File: src/rtl/regbank_pkg.sv
package regbank_pkg;

  // Outcome of bank selection, before the map lookup
  typedef struct packed {
    logic       via_ptr;   // address formed through the pointer
    logic       nul;       // pointer landed on an indirect slot again
  } resolve_flags_t;

  // Flags attached to each result
  typedef struct packed {
    logic       hole;
    logic       shared;
    logic       via_ptr;
  } map_flags_t;

  localparam int unsigned FLAG_W = $bits(map_flags_t);

endpackage

File: src/rtl/regbank_resolve.sv
// Picks between direct and indirect address formation.
module regbank_resolve
  import regbank_pkg::*;
#(
  parameter int unsigned OFS_W  = 7,
  parameter int unsigned BANK_W = 2,
  localparam int unsigned ADDR_W = OFS_W + BANK_W,
  localparam int unsigned PTR_W  = ADDR_W - 1
) (
  input  logic [OFS_W-1:0]  ofs_i,
  input  logic [BANK_W-1:0] dir_bank_i,
  input  logic              ind_bank_i,
  input  logic [PTR_W-1:0]  ptr_i,
  output logic [ADDR_W-1:0] addr_o,
  output resolve_flags_t    flags_o
);

  logic              is_indirect;
  logic [ADDR_W-1:0] direct_addr;
  logic [ADDR_W-1:0] pointer_addr;

  assign is_indirect  = (ofs_i == '0);
  assign direct_addr  = {dir_bank_i, ofs_i};
  assign pointer_addr = {ind_bank_i, ptr_i};

  always_comb begin
    flags_o = '0;
    if (is_indirect) begin
      addr_o          = pointer_addr;
      flags_o.via_ptr = 1'b1;
      // a second indirect slot would recurse: mark it empty instead
      flags_o.nul     = (pointer_addr[OFS_W-1:0] == '0);
    end else begin
      addr_o          = direct_addr;
    end
  end

endmodule

File: src/rtl/regbank_classify.sv
// Looks the resolved address up in the mirror mask and the per-bank hole map.
module regbank_classify
  import regbank_pkg::*;
#(
  parameter int unsigned OFS_W    = 7,
  parameter int unsigned BANK_W   = 2,
  parameter int unsigned SFR_SPAN = 16,
  parameter logic [SFR_SPAN-1:0] SHARED_MASK = 16'h0C1C,
  parameter logic [(2**BANK_W)*SFR_SPAN-1:0] HOLE_MAP = 64'h03A0_03A0_0000_0000,
  localparam int unsigned ADDR_W = OFS_W + BANK_W,
  localparam int unsigned NBANKS = 2**BANK_W,
  localparam int unsigned SPAN_W = (SFR_SPAN > 1) ? $clog2(SFR_SPAN) : 1
) (
  input  logic [ADDR_W-1:0] addr_i,
  input  resolve_flags_t    rflags_i,
  output logic [ADDR_W-1:0] addr_o,
  output map_flags_t        flags_o
);

  logic [OFS_W-1:0]  ofs;
  logic [BANK_W-1:0] bank;
  logic              in_win;
  logic [SPAN_W-1:0] win_idx;
  logic [NBANKS-1:0] bank_hole;
  logic              mirrored;

  assign ofs     = addr_i[OFS_W-1:0];
  assign bank    = addr_i[ADDR_W-1:OFS_W];
  assign in_win  = (ofs < OFS_W'(SFR_SPAN));
  assign win_idx = ofs[SPAN_W-1:0];

  // one hole decoder per bank
  generate
    for (genvar b = 0; b < NBANKS; b++) begin : g_bank
      logic [SFR_SPAN-1:0] row;
      assign row          = HOLE_MAP[b*SFR_SPAN +: SFR_SPAN];
      assign bank_hole[b] = (bank == BANK_W'(b)) && in_win && row[win_idx];
    end
  endgenerate

  assign mirrored = in_win && SHARED_MASK[win_idx] && !rflags_i.nul;

  always_comb begin
    flags_o.via_ptr = rflags_i.via_ptr;
    flags_o.shared  = mirrored;
    flags_o.hole    = rflags_i.nul || (|bank_hole);
    addr_o          = mirrored ? {{BANK_W{1'b0}}, ofs} : addr_i;
  end

endmodule

File: src/rtl/regbank_stage.sv
// One-entry valid/ready register slice.
module regbank_stage #(
  parameter int unsigned W = 12
) (
  input  logic         clk,
  input  logic         rst_n,
  input  logic         in_valid,
  output logic         in_ready,
  input  logic [W-1:0] in_data,
  output logic         out_valid,
  input  logic         out_ready,
  output logic [W-1:0] out_data
);

  logic         full_q;
  logic [W-1:0] data_q;

  assign in_ready  = !full_q || out_ready;
  assign out_valid = full_q;
  assign out_data  = data_q;

  always_ff @(posedge clk or negedge rst_n) begin
    if (!rst_n) begin
      full_q <= 1'b0;
    end else if (in_ready) begin
      full_q <= in_valid;
    end
  end

  always_ff @(posedge clk or negedge rst_n) begin
    if (!rst_n) begin
      data_q <= '0;
    end else if (in_valid && in_ready) begin
      data_q <= in_data;
    end
  end

endmodule

File: src/rtl/regbank_addr_gen.sv
module regbank_addr_gen
  import regbank_pkg::*;
#(
  parameter int unsigned OFS_W    = 7,
  parameter int unsigned BANK_W   = 2,
  parameter int unsigned SFR_SPAN = 16,
  parameter logic [SFR_SPAN-1:0] SHARED_MASK = 16'h0C1C,
  parameter logic [(2**BANK_W)*SFR_SPAN-1:0] HOLE_MAP = 64'h03A0_03A0_0000_0000,
  localparam int unsigned ADDR_W = OFS_W + BANK_W,
  localparam int unsigned PTR_W  = ADDR_W - 1,
  localparam int unsigned PAY_W  = ADDR_W + FLAG_W
) (
  input  logic              clk,
  input  logic              rst_n,
  input  logic              in_valid,
  output logic              in_ready,
  input  logic [OFS_W-1:0]  in_ofs,
  input  logic [BANK_W-1:0] in_dir_bank,
  input  logic              in_ind_bank,
  input  logic [PTR_W-1:0]  in_ptr,
  output logic              out_valid,
  input  logic              out_ready,
  output logic [ADDR_W-1:0] out_addr,
  output logic              out_hole,
  output logic              out_shared,
  output logic              out_via_ptr
);

  logic [ADDR_W-1:0] res_addr;
  resolve_flags_t    res_flags;
  logic [ADDR_W-1:0] map_addr;
  map_flags_t        map_flags;
  logic [PAY_W-1:0]  pay_in;
  logic [PAY_W-1:0]  pay_out;
  map_flags_t        out_flags;

  regbank_resolve #(
    .OFS_W  (OFS_W),
    .BANK_W (BANK_W)
  ) u_resolve (
    .ofs_i      (in_ofs),
    .dir_bank_i (in_dir_bank),
    .ind_bank_i (in_ind_bank),
    .ptr_i      (in_ptr),
    .addr_o     (res_addr),
    .flags_o    (res_flags)
  );

  regbank_classify #(
    .OFS_W       (OFS_W),
    .BANK_W      (BANK_W),
    .SFR_SPAN    (SFR_SPAN),
    .SHARED_MASK (SHARED_MASK),
    .HOLE_MAP    (HOLE_MAP)
  ) u_classify (
    .addr_i   (res_addr),
    .rflags_i (res_flags),
    .addr_o   (map_addr),
    .flags_o  (map_flags)
  );

  assign pay_in = {map_addr, map_flags};

  regbank_stage #(
    .W (PAY_W)
  ) u_stage (
    .clk       (clk),
    .rst_n     (rst_n),
    .in_valid  (in_valid),
    .in_ready  (in_ready),
    .in_data   (pay_in),
    .out_valid (out_valid),
    .out_ready (out_ready),
    .out_data  (pay_out)
  );

  assign out_flags   = pay_out[FLAG_W-1:0];
  assign out_addr    = pay_out[PAY_W-1:FLAG_W];
  assign out_hole    = out_flags.hole;
  assign out_shared  = out_flags.shared;
  assign out_via_ptr = out_flags.via_ptr;

endmodule

File: config.mk
export PLATFORM = sky130hd
export DESIGN_NAME = regbank_addr_gen
export DESIGN_NICKNAME = d
export VERILOG_FILES = /design/src/rtl/regbank_pkg.sv /design/src/rtl/regbank_resolve.sv /design/src/rtl/regbank_classify.sv /design/src/rtl/regbank_stage.sv /design/src/rtl/regbank_addr_gen.sv
export SDC_FILE = /design/constraint.sdc
export NUM_CORES = 1
export LEC_CHECK = 0
export BUFFER_PORTS_ARGS = -buffer_cell sky130_fd_sc_hd__clkbuf_2
export CAP_MARGIN = 20
export CORE_MARGIN = 2
export CORE_UTILIZATION = 43
export DETAILED_ROUTE_END_ITERATION = 16
export PLACE_DENSITY_LB_ADDON = 0.25
export SLEW_MARGIN = 20
export SYNTH_ARGS = -nofsm -noshare
export SYNTH_HDL_FRONTEND = slang
export SYNTH_SLANG_ARGS = --single-unit
File: constraint.sdc
create_clock -name clk -period 1.4 [get_ports clk]
set_input_delay 0 -clock clk [delete_from_list [all_inputs] [get_ports clk]]
set_output_delay 0 -clock clk [all_outputs]
set_load 0.005 [all_outputs]
== Word-level counts from Yosys, hierarchy flattened ==
Memory sizes are Yosys's and may differ from the RTL's.
Index checks and enable logic that the tools add are counted.

* Magnitude comparators: 2
* Eq/ne operators: 3
* Mux-type cells: 6
* Reductions and logical operators: 19

{| class="wikitable"
|+ Operators by type and width
! cell !! count
|-
| 9-bit two-way mux || 2
|-
| 7-bit logical NOT || 2
|-
| 1-bit logical AND || 11
|-
| 7-bit by 5-bit < comparator with 1-bit output, second input constant || 1
|-
| 4-bit by 5-bit < comparator with 1-bit output, second input constant || 1
|-
| 2-bit == test, second input constant || 2
|-
| 4-bit OR reduction || 1
|-
| 1-bit two-way mux || 3
|-
| 2-bit by 1-bit == test with 1-bit output, second input constant || 1
|-
| 1-bit logical NOT || 2
|-
| 2-bit logical NOT || 1
|-
| 1-bit logical OR || 2
|-
| 2-bit two-way mux || 1
|}

* Register bits after elaboration: 13
* ROM bits: 48
* Bits of input ports: 22
* Output and inout bits: 14
* Memories: 3

{| class="wikitable"
|+ Memory list
! name !! depth !! bits a word !! read ports !! clocked after Yosys merged registers in !! write ports !! RTL line !! RTL
|-
| (name not given) || 16 || 1 || 1 || 0 || 0 || regbank_classify.sv:37 || <nowiki>assign bank_hole[b] = (bank == BANK_W'(b)) && in_win && row[win_idx];</nowiki>
|-
| (name not given) || 16 || 1 || 1 || 0 || 0 || regbank_classify.sv:37 ||
|-
| (name not given) || 16 || 1 || 1 || 0 || 0 || regbank_classify.sv:41 || <nowiki>assign mirrored = in_win && SHARED_MASK[win_idx] && !rflags_i.nul;</nowiki>
|}

== Depth between registers and ports, before layout ==
Gate-level depths: netlist of the first run.

* Depth in word-level cells: 7
* Depth in mapped cells: 5

== Hierarchy ==
A second synthesis of the first run with hierarchy kept.

* Cells, all modules: 66
* Area total of the unflattened synthesis: 880.8 um^2

{| class="wikitable"
|+ By module, submodules not included
! module !! times used !! cells an instance !! area an instance (um^2)
|-
| regbank_stage || 1 || 29 || 550.5
|-
| regbank_classify || 1 || 21 || 173.9
|-
| regbank_resolve || 1 || 16 || 156.4
|}

== Least setup slack after synthesis of the first run ==
OpenSTA, ideal clock, no wires.

* Path type: register -> register
* Start point: register u_stage.full_q, in the netlist u_stage.out_valid
* End point: register u_stage.data_q[8], in the netlist u_stage.out_data[8]
* Library setup time: 0.136 ns
* Arrival: 1.048 ns
* Required time: 1.264 ns
* Path slack: 0.216 ns
* Cell stages (with the launch flop): 5
* Cell sequence: dfrtp_1 -> nand2b_1 -> nand2_1 -> clkbuf_1 -> o21ai_0

* Cells in the longest elaborated chain, start to end: 3

{| class="wikitable"
|+ RTL lines
! item !! RTL line !! RTL
|-
| start, declared || regbank_stage.sv:15 || <nowiki>logic full_q;</nowiki>
|-
| start signal, assigned || regbank_stage.sv:26 || <nowiki>full_q <= in_valid;</nowiki>
|-
| 1-bit logical NOT || regbank_stage.sv:18 || <nowiki>assign in_ready = !full_q || out_ready;</nowiki>
|-
| 1-bit logical OR || regbank_stage.sv:18 ||
|-
| net in_ready || regbank_addr_gen.sv:16 || <nowiki>output logic in_ready,</nowiki>
|-
| 1-bit logical AND || regbank_stage.sv:33 || <nowiki>end else if (in_valid && in_ready) begin</nowiki>
|-
| end signal, assigned || regbank_stage.sv:34 || <nowiki>data_q <= in_data;</nowiki>
|-
| end, declared || regbank_stage.sv:16 || <nowiki>logic [W-1:0] data_q;</nowiki>
|}

The timed path passes the listed nets, and every way through them passes these cells.
A chain may end at the register's enable or synchronous reset.

== Worst setup path after layout of the first run ==
* Start point: register u_stage.full_q, in the netlist u_stage.out_valid
* End point: register u_stage.data_q[11], in the netlist u_stage.out_data[11]

* Cells in the longest elaborated chain, start to end: 3

{| class="wikitable"
|+ RTL lines
! item !! RTL line
|-
| 1-bit logical NOT || regbank_stage.sv:18
|-
| 1-bit logical OR || regbank_stage.sv:18
|-
| 1-bit logical AND || regbank_stage.sv:33
|}

No other way between the ends.

==> results of run 1 <==
[cell usage in the layout (no fill, tap or decap), drive strengths merged]
master,count
a21o,1
a21oi,9
o211ai,2
and2,2
or3,1
inv,2
o31ai,1
a311oi,1
dfrtp,13
buf,4
clkbuf,39
nand4b,1
nor2,5
nand2,14
nor3,2
nand2b,2
a211o,1
a221oi,1
nand4,1
a211oi,1
nor4,2
dlygate4sd3,3
a2111oi,1
nand3,1
o21ai,9
o21a,1
[metrics by stage]
stage               utilization, %  total power [mW]
floorplan                        -             0.516
global placement              59.9             0.629
detailed placement            59.9             0.636
CTS                           63.6             0.881
global route                  63.6             0.927
finish                        63.6             0.872
[worst max-delay path, cell delays in order, from the launching register on]
cell and delay [ps]:
dfrtp_1 400, nand2b_1 150, nand3_1 140, a221oi_2 360
a311oi_2 70
[repair_timing]
action | CTS | global route
buffers inserted | 0 | 0
endpoints found under the hold margin | 15 | 0
hold buffers | 3 | 0
endpoints found under the setup margin | 0 | 0
[worst max-delay path by stage]
stage / to / slack [ps] / cells past startpoint
2_1_floorplan: u_stage.out_data[8] / 220 / 4
3_3_place_gp: u_stage.out_data[11] / 180 / 5
3_5_place_dp: u_stage.out_data[11] / 60 / 5
4_1_cts: u_stage.out_data[11] / 150 / 4
5_1_grt: u_stage.out_data[11] / 70 / 4
6_report: u_stage.out_data[11] / 150 / 4
[layer usage]
metal	wire (um)	part of all wire (%)	vias to the layer above
met3	126	6.5	4
met5	0	0	-
met4	39	2.0	0
met1	850	44	340
met2	909	47	34
li1	-	-	369
[final cells by class]
type,instances,area (um2),share of cell area [%]
flip-flops and latches,13,325,33.5
well taps,16,20.0,2.06
inverters,2,7.51,0.774
repair buffers,42,235,24.3
clock buffers,4,26.3,2.71
multi-input cells,59,355,36.6
[state kept, by name (all words and copies together), names as in the netlist]
register,cells
u_stage.out_valid,1
u_stage.out_data,12
[logic make-up (layout without fill, tap and decap cells)]
family	Yosys count	in the layout	share of synthesized area [%]
AO/OA/AOI/OAI	28	28	27.4
AND/OR/NAND/NOR	31	31	23.1
buffers and inverters	4	48	3.20
flip-flops	13	13	46.3
[where the power goes]
group / switching (mW) / internal, mW
logic: 0.104 / 0.0952
registers: 0.0206 / 0.414
clock network: 0.127 / 0.111
total: 0.252 / 0.620
==> summary.txt, run 1 <==
Status
  – Status: finished clean

Layout
  – Ratio of cells with drive above 1 in the final layout: 40.0%
  – Layout Area Growth over Synthesis: 37.9%
  – Final nets: 143
  – Cell area after layout: 970 um2
  – Fill count: 139
  – Antenna Cells: 0
  – Post-Layout Cell Count: 136

Global route
  – Vias in the first global route: 698
  – Grt peak-use layer: met2
  – Gr usage total: 23.2%
  – GRT Residual Overflow: 0
  – Met2 Usage GRT: 37.9%
  – First-pass GRT wire length: 3.17 mm
  – M1 GR Usage: 28.8%
  – Initial antenna violation count: 0
  – Largest net degree at the start of global routing: 14
  – Grt met3 use: under 10%

Clocking
  – Total CTS buffers: 3
  – Clock buffer depth: 2
  – Clk sink count: 13
  – Post-CTS sizing: 0
  – Root buffer cell: clkbuf_4
  – H-Tree Depth: 1
  – CTS tree: done
  – Worst skew pair latency: around 280 ps
  – Clock transition at path regs: 80 ps

STA
  – Final Hold Fails: 0
  – Max Fclk: 0.801 GHz
  – Final setup margin: 152 ps
  – Min Tclk post-route: 1250 ps
  – Final setup vio count: 0
  – Setup TNS: 0 ps
  – Worst-Margin Slew: 408 ps
  – RSZ-0062 raised after global routing: no
  – Final Skew: 1.70 ps
  – Slew Limit Fails: 0
  – Fin crit share: 89.2%
  – WHS: 1.40 ps
  – Relative slew slack: 72.8%

Critical path
  – CP Launch Type: flop
  – Critical Path End Type: flop
  – CP startpoint: u_stage.out_valid
  – Crit Path Class: reg2reg
  – Beginning of the worst register-to-register path: u_stage.out_valid
  – CP Max Fanout: 5
  – CP Data Arrival Time: 1400 ps
  – Worst r2r path cells: 4
  – FF-to-FF setup slack: roughly 150 ps
  – Req. time, crit path: about 1600 ps
  – RR Endpoint: u_stage.out_data[11]

Yosys
  – Yosys top cell area share: between 40 and 50%
  – Ys flop type: dfrtp_1
  – Most frequent cells after synthesis: dfrtp_1 (13), nand2_1 (13), a21oi_1 (9), o21ai_0 (9), nor2_1 (5)
  – Cells after Synth: 76
  – Syn_nets: 98
  – Asr flop ratio synth: 100%
  – #FFs+latches synth: 13
  – Syn Area/Cell: approximately 9.3 um2
  – Seq/Total Area, Yosys: 46.3%
  – YS warnings: 0
  – Synth area leader: dfrtp_1
  – Synth unique cells: 28
  – Largest cells by area after synthesis: dfrtp_1 (46%), nand2_1 (6.9%), a21oi_1 (6.4%)
  – Synth Cell Area: 703 um2
  – Number of flops mapped to enable cells by yosys: 0

Routing
  – Final antenna-violating net count: 0
  – Wire per inst: ~14 um
  – First drt pass iteration count: 4
  – Vias per std cell: 5.49
  – DR DRC count: 0
  – Routed vias: 747
  – Drt total wl: 1.93 mm
  – Drt first-iter violations: 31

Power
  – P_leak: 0.483 nW
  – Power per standard cell area: roughly 900 nW/um2
  – VDD IR max: ~0.60 mV

Placement
  – IO Port Bufs: 35
  – Final HPWL DP: 1.45 mm
  – Post-Place Cells: around 130
  – Global placer's final weighted congestion: 0.916
  – Placed cell areas: slightly above 900 um2
  – Pre-CTS WS: just under 60 ps

Hold path
  – Hold Path End: u_stage.out_data[9]
  – Hold_sp: in_ofs[6]
  – Hold Crit Class: in2reg
  – WHS Path Cells: 3

Floorplan
  – Std cell rows: 14
  – Core area: 1520 um2
  – Starting density of the core: around 46%
  – Die height: 44.4 um
  – Top Ports: 36
  – Chip width: 44.4 um
  – Die area: 1970 um2

Flow run
  – Max cap viols: 0
Note: power is estimated with default switching activity, not from simulation.
==> run 2, diff against run 1 <==
--- a/config.mk
+++ b/config.mk
@@ -8,10 +8,11 @@
 export BUFFER_PORTS_ARGS = -buffer_cell sky130_fd_sc_hd__clkbuf_2
 export CAP_MARGIN = 20
 export CORE_MARGIN = 2
-export CORE_UTILIZATION = 43
+export CORE_UTILIZATION = 47
 export DETAILED_ROUTE_END_ITERATION = 16
 export PLACE_DENSITY_LB_ADDON = 0.25
 export SLEW_MARGIN = 20
 export SYNTH_ARGS = -nofsm -noshare
 export SYNTH_HDL_FRONTEND = slang
+export SYNTH_HIERARCHICAL = 1
 export SYNTH_SLANG_ARGS = --single-unit
==> run 2 against run 1 <==
- the flow now finishes with violations (negative setup slack)
- worst setup slack lost 440 ps
- via count shrank 13%
- total power grew 7.7%
- global-route usage shrank 7.1 points
- die area grew 13%
- critical path depth grew 5
- cell area grew 24%
- utilization grew 5.1 points
- synthesized cell count shrank 13%
- flip-flop and latch count is the same
- critical endpoint is now u_stage/out_data[10]
- largest cell class unchanged
- largest power group unchanged
- highest routed layer unchanged
==> summary.txt, run 2 <==
Clocking
  – Clk sink count: 13
  – Total CTS buffers: 3
  – Root buffer cell: clkbuf_4
  – CTS tree: done
  – Clock buffer depth: 2
  – Clock transition at path regs: 80 ps
  – Worst skew pair latency: between 200 and 300 ps
  – H-Tree Depth: 1

Routing
  – Final antenna-violating net count: 0
  – Vias per std cell: 4.69
  – First drt pass iteration count: 2
  – Drt first-iter violations: 3
  – Wire per inst: ~12 um
  – DR DRC count: 0
  – Routed vias: 652
  – Drt total wl: 1.66 mm

Floorplan
  – Die area: between 2000 and 2500 um2
  – Chip width: around 47 um
  – Starting density of the core: just over 50%
  – Std cell rows: 15
  – Die height: 47.3 um
  – Top Ports: 36
  – Core area: 1750 um2

Global route
  – GRT Residual Overflow: 0
  – Largest net degree at the start of global routing: 14
  – First-pass GRT wire length: 2.43 mm
  – Initial antenna violation count: 0
  – Gr usage total: 16.1%
  – Vias in the first global route: ~570

Power
  – P_leak: 0.649 nW
  – VDD IR max: 0.360 mV
  – Power per standard cell area: 782 nW/um2

Yosys
  – Most frequent cell after synthesis: dfrtp_1
  – Post-Synth XOR/XNOR Area: 0%
  – Synth area leader: dfrtp_1
  – Adder-cell share of the synthesized area: 0%
  – Ys flop type: dfrtp_1
  – Most frequent cells after synthesis: dfrtp_1 (13), mux2_4 (11), buf_4 (10)
  – Syn_nets: 88
  – Seq/Total Area, Yosys: between 30 and 40%
  – Compound-Gate Fraction of Synth Area: under 10%
  – Cells after Synth: 66
  – YS warnings: 6
  – Largest cells by area after synthesis: dfrtp_1 (37%), mux2_4 (19%), buf_4 (8.5%)
  – #FFs+latches synth: 13
  – Syn Area/Cell: between 10 and 15 um2
  – Asr flop ratio synth: 100%
  – Simple-gate share of the synthesized area: roughly 18%
  – Main combinational cell family by area after synthesis: multiplexers
  – Number of flops mapped to enable cells by yosys: 0
  – Synth unique cells: 24
  – Synth Cell Area: approximately 880 um2
  – Post-synthesis mux area share: between 20% and 30%
  – Yosys top cell area share: 36.9%

Placement
  – Global placer's final weighted congestion: ~0.72
  – Pre-CTS WS: -577 ps
  – Final HPWL DP: 1.39 mm
  – Post-Place Cells: 132
  – IO Port Bufs: 35
  – Placed cell areas: 1130 um2

STA
  – RSZ-0062 raised after global routing: yes
  – Min Tclk post-route: 1690 ps
  – Final setup vio count: 4
  – Worst-Margin Slew: 308 ps
  – WHS: around 130 ps
  – Final Hold Fails: 0
  – Final Skew: 1.50 ps
  – Relative slew slack: between 70% and 80%
  – Setup TNS: -976 ps
  – Slew Limit Fails: 0
  – Final setup margin: -287 ps
  – Max Fclk: about 0.59 GHz
  – Fin crit share: 121%

Layout
  – Most common cell after layout, fill and taps aside: clkbuf_2
  – Cell area after layout: 1200 um2
  – Ratio of cells with drive above 1 in the final layout: about 75%
  – Fill count: 139
  – Largest register FFs: 12
  – Most frequent cells in the layout: clkbuf_2 (34), buf_4 (18), dfrtp_1 (13)
  – Layout Area Growth over Synthesis: 36.2%
  – Final nets: 137
  – Antenna Cells: 0
  – Post-Layout Cell Count: 139

Critical path
  – Crit Path Class: in2reg
  – CP Max Fanout: 4
  – Bufs and invs on worst path: 2
  – CP Launch Type: primary input
  – Cell family with most CP delay: simple AND/OR/NAND/NOR gates
  – CP Data Arrival Time: 1840 ps
  – CP max stage delay: 540 ps
  – Critical-path top delay cell: or4_4
  – Critical Path End Type: flop
  – Critical Path, Cell by Cell: buf_6 > or4_4 > nor4_4 > buf_4 > a21o_4 > nor4b_4 > o21ai_2 > and2_1 > mux2_4
  – Req. time, crit path: 1560 ps

Status
  – Failing checks: negative setup slack
  – Status: finished, violations left

Hold path
  – Hold Crit Class: in2reg

Flow run
  – Max cap viols: 0
run 2: final timing paths:
path / start / end / slack (ps) / depth (start not counted)
max in group asynchronous: rst_n / u_stage/out_data[3] / 1020 / 2
min reg2reg: u_stage/out_data[2] / u_stage/out_data[2] / 510 / 1
max reg2reg: u_stage/out_valid / u_stage/out_data[8] / 250 / 3
min: out_ready / u_stage/out_valid / 130 / 3
min in group asynchronous: rst_n / u_stage/out_data[2] / 150 / 2
max: in_ofs[5] / u_stage/out_data[10] / -290 / 9
run 2: cell families after synthesis:
group,count (synthesis)
and+or+nand+nor,16
muxes,14
DFF,13
buffers and inverters,13
AOI/OAI and AO/OA,10
run 2: through the flow:
stage	utilization [%]	power, mW
after floorplan	-	0.598
after global placement	65.0	0.706
after detailed placement	65.0	0.716
after CTS	67.7	0.948
after global routing	68.7	1.00
final	68.7	0.939
run 2: layer usage:
layer	GRT usage [%]	up-vias	routed length [um]
li1	-	325	-
met1	22.0	299	761
met2	24.3	26	788
met3	2.31	2	92
met4	8.33	0	19
met5	0	-	0
run 2: cell type report:
type	count	area [um2]	area share, %
well taps	25	31.3	2.61
clock inverters	1	5.00	0.417
flip-flops and latches	13	325	27.1
clock buffers	3	22.5	1.88
repair buffers	56	357	29.7
multi-input cells	40	455	38.0
inverters	1	3.75	0.313
run 2: worst reg2reg max path: stages (launching register included):
cell,delay [ps]
dfrtp_1,390
nand2b_4,80
nand2_4,200
mux2_2,370
run 2: what timing repair did:
action,4_1_cts,5_1_grt
hold buffers,2,0
hold endpoints to repair,14,0
pin swaps,0,1
buffers inserted,0,1
endpoints found under the setup margin,4,4
resized for setup,0,2
gates cloned,0,0
run 2: power by group:
part	total (mW)	leakage, nW	switching, mW	internal (mW)
clock	0.222	0.0177	0.116	0.105
combinational	0.272	0.473	0.100	0.172
sequential	0.445	0.158	0.0266	0.418
==> run 3, diff against run 2 <==
--- a/config.mk
+++ b/config.mk
@@ -7,8 +7,9 @@
 export LEC_CHECK = 0
 export BUFFER_PORTS_ARGS = -buffer_cell sky130_fd_sc_hd__clkbuf_2
 export CAP_MARGIN = 20
+export CORE_ASPECT_RATIO = 1.75
 export CORE_MARGIN = 2
-export CORE_UTILIZATION = 47
+export CORE_UTILIZATION = 28
 export DETAILED_ROUTE_END_ITERATION = 16
 export PLACE_DENSITY_LB_ADDON = 0.25
 export SLEW_MARGIN = 20
==> run 3 against run 2 <==
- the run still ends with negative setup slack left
- sequential share of layout area is 1.6 points lower
- routed wire length is 6.7% higher
- count of clock-buffer cells in the layout is 1 higher
- worst hold slack better by 37 ps
- clock skew hardly changed
- global-route usage is 5.8 points lower
- total power is 11% higher
- utilization is 27 points lower
- first-iteration DRC count grew to 5.0 times the previous value
- final cell count is 14% higher
- register-to-register slack better by 20 ps
- combinational power is 2% higher
==> summary.txt, run 3 (same netlist as run 2, synthesis figures left out) <==
Status
  – Status: finished, violations left
  – Failing checks: negative setup slack

Layout
  – Final nets: 139
  – FF/Latch Area: 325 um2
  – Layout Area Growth over Synthesis: 44.6%
  – Most common cell after layout, fill and taps aside: clkbuf_2
  – Cell area after layout: 1270 um2
  – Fill count: 304
  – Area of the multi-input gates: 487 um2
  – Most frequent cells in the layout: clkbuf_2 (34), buf_4 (21), mux2_4 (13), dfrtp_1 (13), a21o_2 (4)
  – Largest register FFs: 12
  – Ratio of cells with drive above 1 in the final layout: 77.6%
  – Antenna Cells: 0

Clocking
  – CTS tree: done
  – Clock buffer depth: 2
  – Total CTS buffers: 3
  – Root buffer cell: clkbuf_8
  – H-Tree Depth: 1
  – Clk sink count: 13
  – Worst skew pair latency: 240 ps
  – Clock transition at path regs: 50 ps

Critical path
  – RR Endpoint: u_stage/out_data[8]
  – CP max stage delay: 530 ps
  – CP Max Fanout: 4
  – CP Launch Type: primary input
  – Beginning of the worst register-to-register path: u_stage/out_valid
  – Crit Path Class: in2reg
  – Critical Path End Type: flop
  – CP Data Arrival Time: 1800 ps
  – Critical-path top delay cell: or4_4
  – FF-to-FF setup slack: 270 ps
  – Critical Path, Cell by Cell: buf_6 > or4_4 > nor4_4 > buf_4 > a21o_4 > nor4b_4 > o21ai_2 > and2_1 > mux2_4
  – Worst r2r path cells: 3
  – Req. time, crit path: 1520 ps

Hold path
  – WHS Path Cells: 3
  – Hold Path End: u_stage/out_valid
  – Hold_sp: out_ready
  – Hold Crit Class: in2reg

STA
  – Slew Limit Fails: 0
  – RSZ-0062 raised after global routing: yes
  – Final Hold Fails: 0
  – Fin crit share: 120%
  – Relative slew slack: 78.4%
  – Worst-Margin Slew: 324 ps
  – Min Tclk post-route: between 1500 and 2000 ps
  – Max Fclk: slightly below 0.6 GHz
  – Final setup vio count: 4
  – Final setup margin: -278 ps
  – Final Skew: 1.68 ps
  – Setup TNS: -1060 ps

Global route
  – Gr usage total: 10.3%
  – Largest net degree at the start of global routing: 14
  – First-pass GRT wire length: 2.77 mm
  – Vias in the first global route: 653
  – Initial antenna violation count: 0
  – GRT Residual Overflow: 0

Placement
  – Global placer's final weighted congestion: 0.702
  – Placed cell areas: 1130 um2
  – Final HPWL DP: 1.49 mm
  – IO Port Bufs: 35

Routing
  – Drt total wl: around 1.8 mm
  – First drt pass iteration count: 4
  – Routed vias: a little under 700
  – Drt first-iter violations: 15
  – Final antenna-violating net count: 0
  – Wire per inst: 11.2 um
  – Vias per std cell: 4.33
  – DR DRC count: 0

Floorplan
  – Starting density of the core: 28.7%
  – Die height: approximately 80 um
  – Std cell rows: 27
  – Die area: 3630 um2
  – Core area: 3070 um2
  – Chip width: between 40 and 50 um
  – Top Ports: 36

Power
  – Share of power burned in registers: 42.5%
  – Clock share of power: 30.9%
  – Sw power: 248 uW
  – Total power: about 1.0 mW
  – Switching share of power: 23.8%
  – Power per standard cell area: slightly above 800 nW/um2
  – P_leak: 0.672 nW
  – Int Power: 797 uW
  – VDD IR max: 0.345 mV
  – Comb pwr share: 26.6%

Flow run
  – Max cap viols: 0
==> run 3: changes by cell type in the layout (fill, tap and decap cells not counted), sizes merged <==
| cell | previous run | this run |
|---|---|---|
| buf | 20 | 22 |
| clkbuf | 37 | 38 |
| clkinv | 1 | 0 |
==> run 3: critical path, delay by kind of cell <==
kind,cells,cell delay (ps)
AO/OA/AOI/OAI,2,200
buffers and inverters,2,260
AND/OR/NAND/NOR,4,1090
multiplexers,1,260
==> run 3: timing repair <==
| item | 4_1_cts | 5_1_grt |
|---|---|---|
| pin swaps | 6 | 1 |
| hold buffers | 1 | 1 |
| gates resized for setup | 4 | 4 |
| endpoints found under the setup margin | 4 | 4 |
| setup buffers | 5 | 0 |
| hold endpoints to repair | 13 | 1 |
==> run 3: cell type report <==
type	instances	area share, %
timing repair buffer	58	28.2
inverter	1	0.295
sequential	13	25.5
multi-input combinational	40	38.2
tap	43	4.22
clock buffer	4	3.54
==> run 3: layer usage <==
| layer | GRT usage [%] | wire [um] | vias up |
|---|---|---|---|
| met5 | 0 | 0 | - |
| met4 | 5.14 | 43 | 0 |
| met3 | 2.53 | 146 | 4 |
| met2 | 16.8 | 923 | 31 |
| met1 | 11.7 | 660 | 326 |
| li1 | - | - | 327 |
==> run 3: power by group through the flow <==
stage | clock network, mW | logic, mW | registers [mW]
after floorplan | 0 | 0.147 | 0.452
after global placement | 0 | 0.257 | 0.449
after detailed placement | 0 | 0.259 | 0.451
after CTS | 0.333 | 0.273 | 0.445
after global routing | 0.353 | 0.301 | 0.451
final | 0.323 | 0.278 | 0.445
==> run 3: worst max-delay path by stage <==
stage / from / endpoint / slack (ps) / cells after the start
2_1_floorplan: in_ofs[5] / u_stage/out_data[10] / -410 / 8
3_3_place_gp: in_ofs[5] / u_stage/out_data[2] / -560 / 7
3_5_place_dp: in_ofs[5] / u_stage/out_data[2] / -590 / 7
4_1_cts: in_ofs[5] / u_stage/out_data[10] / -300 / 9
5_1_grt: in_ofs[5] / u_stage/out_data[11] / -370 / 9
6_report: in_ofs[5] / u_stage/out_data[10] / -280 / 9
==> run 3: per-stage QoR <==
stage / utilization (%) / std cells / hold WS, ps / setup slack (ps)
after floorplan: - / 66 / -296 / -412
after global placement: 36.8 / 148 / -88.1 / -564
after detailed placement: 36.8 / 148 / -86.6 / -594
after CTS: 40.4 / 158 / 0.709 / -297
after global routing: 41.4 / 159 / 172 / -372
final: 41.4 / 159 / 168 / -278
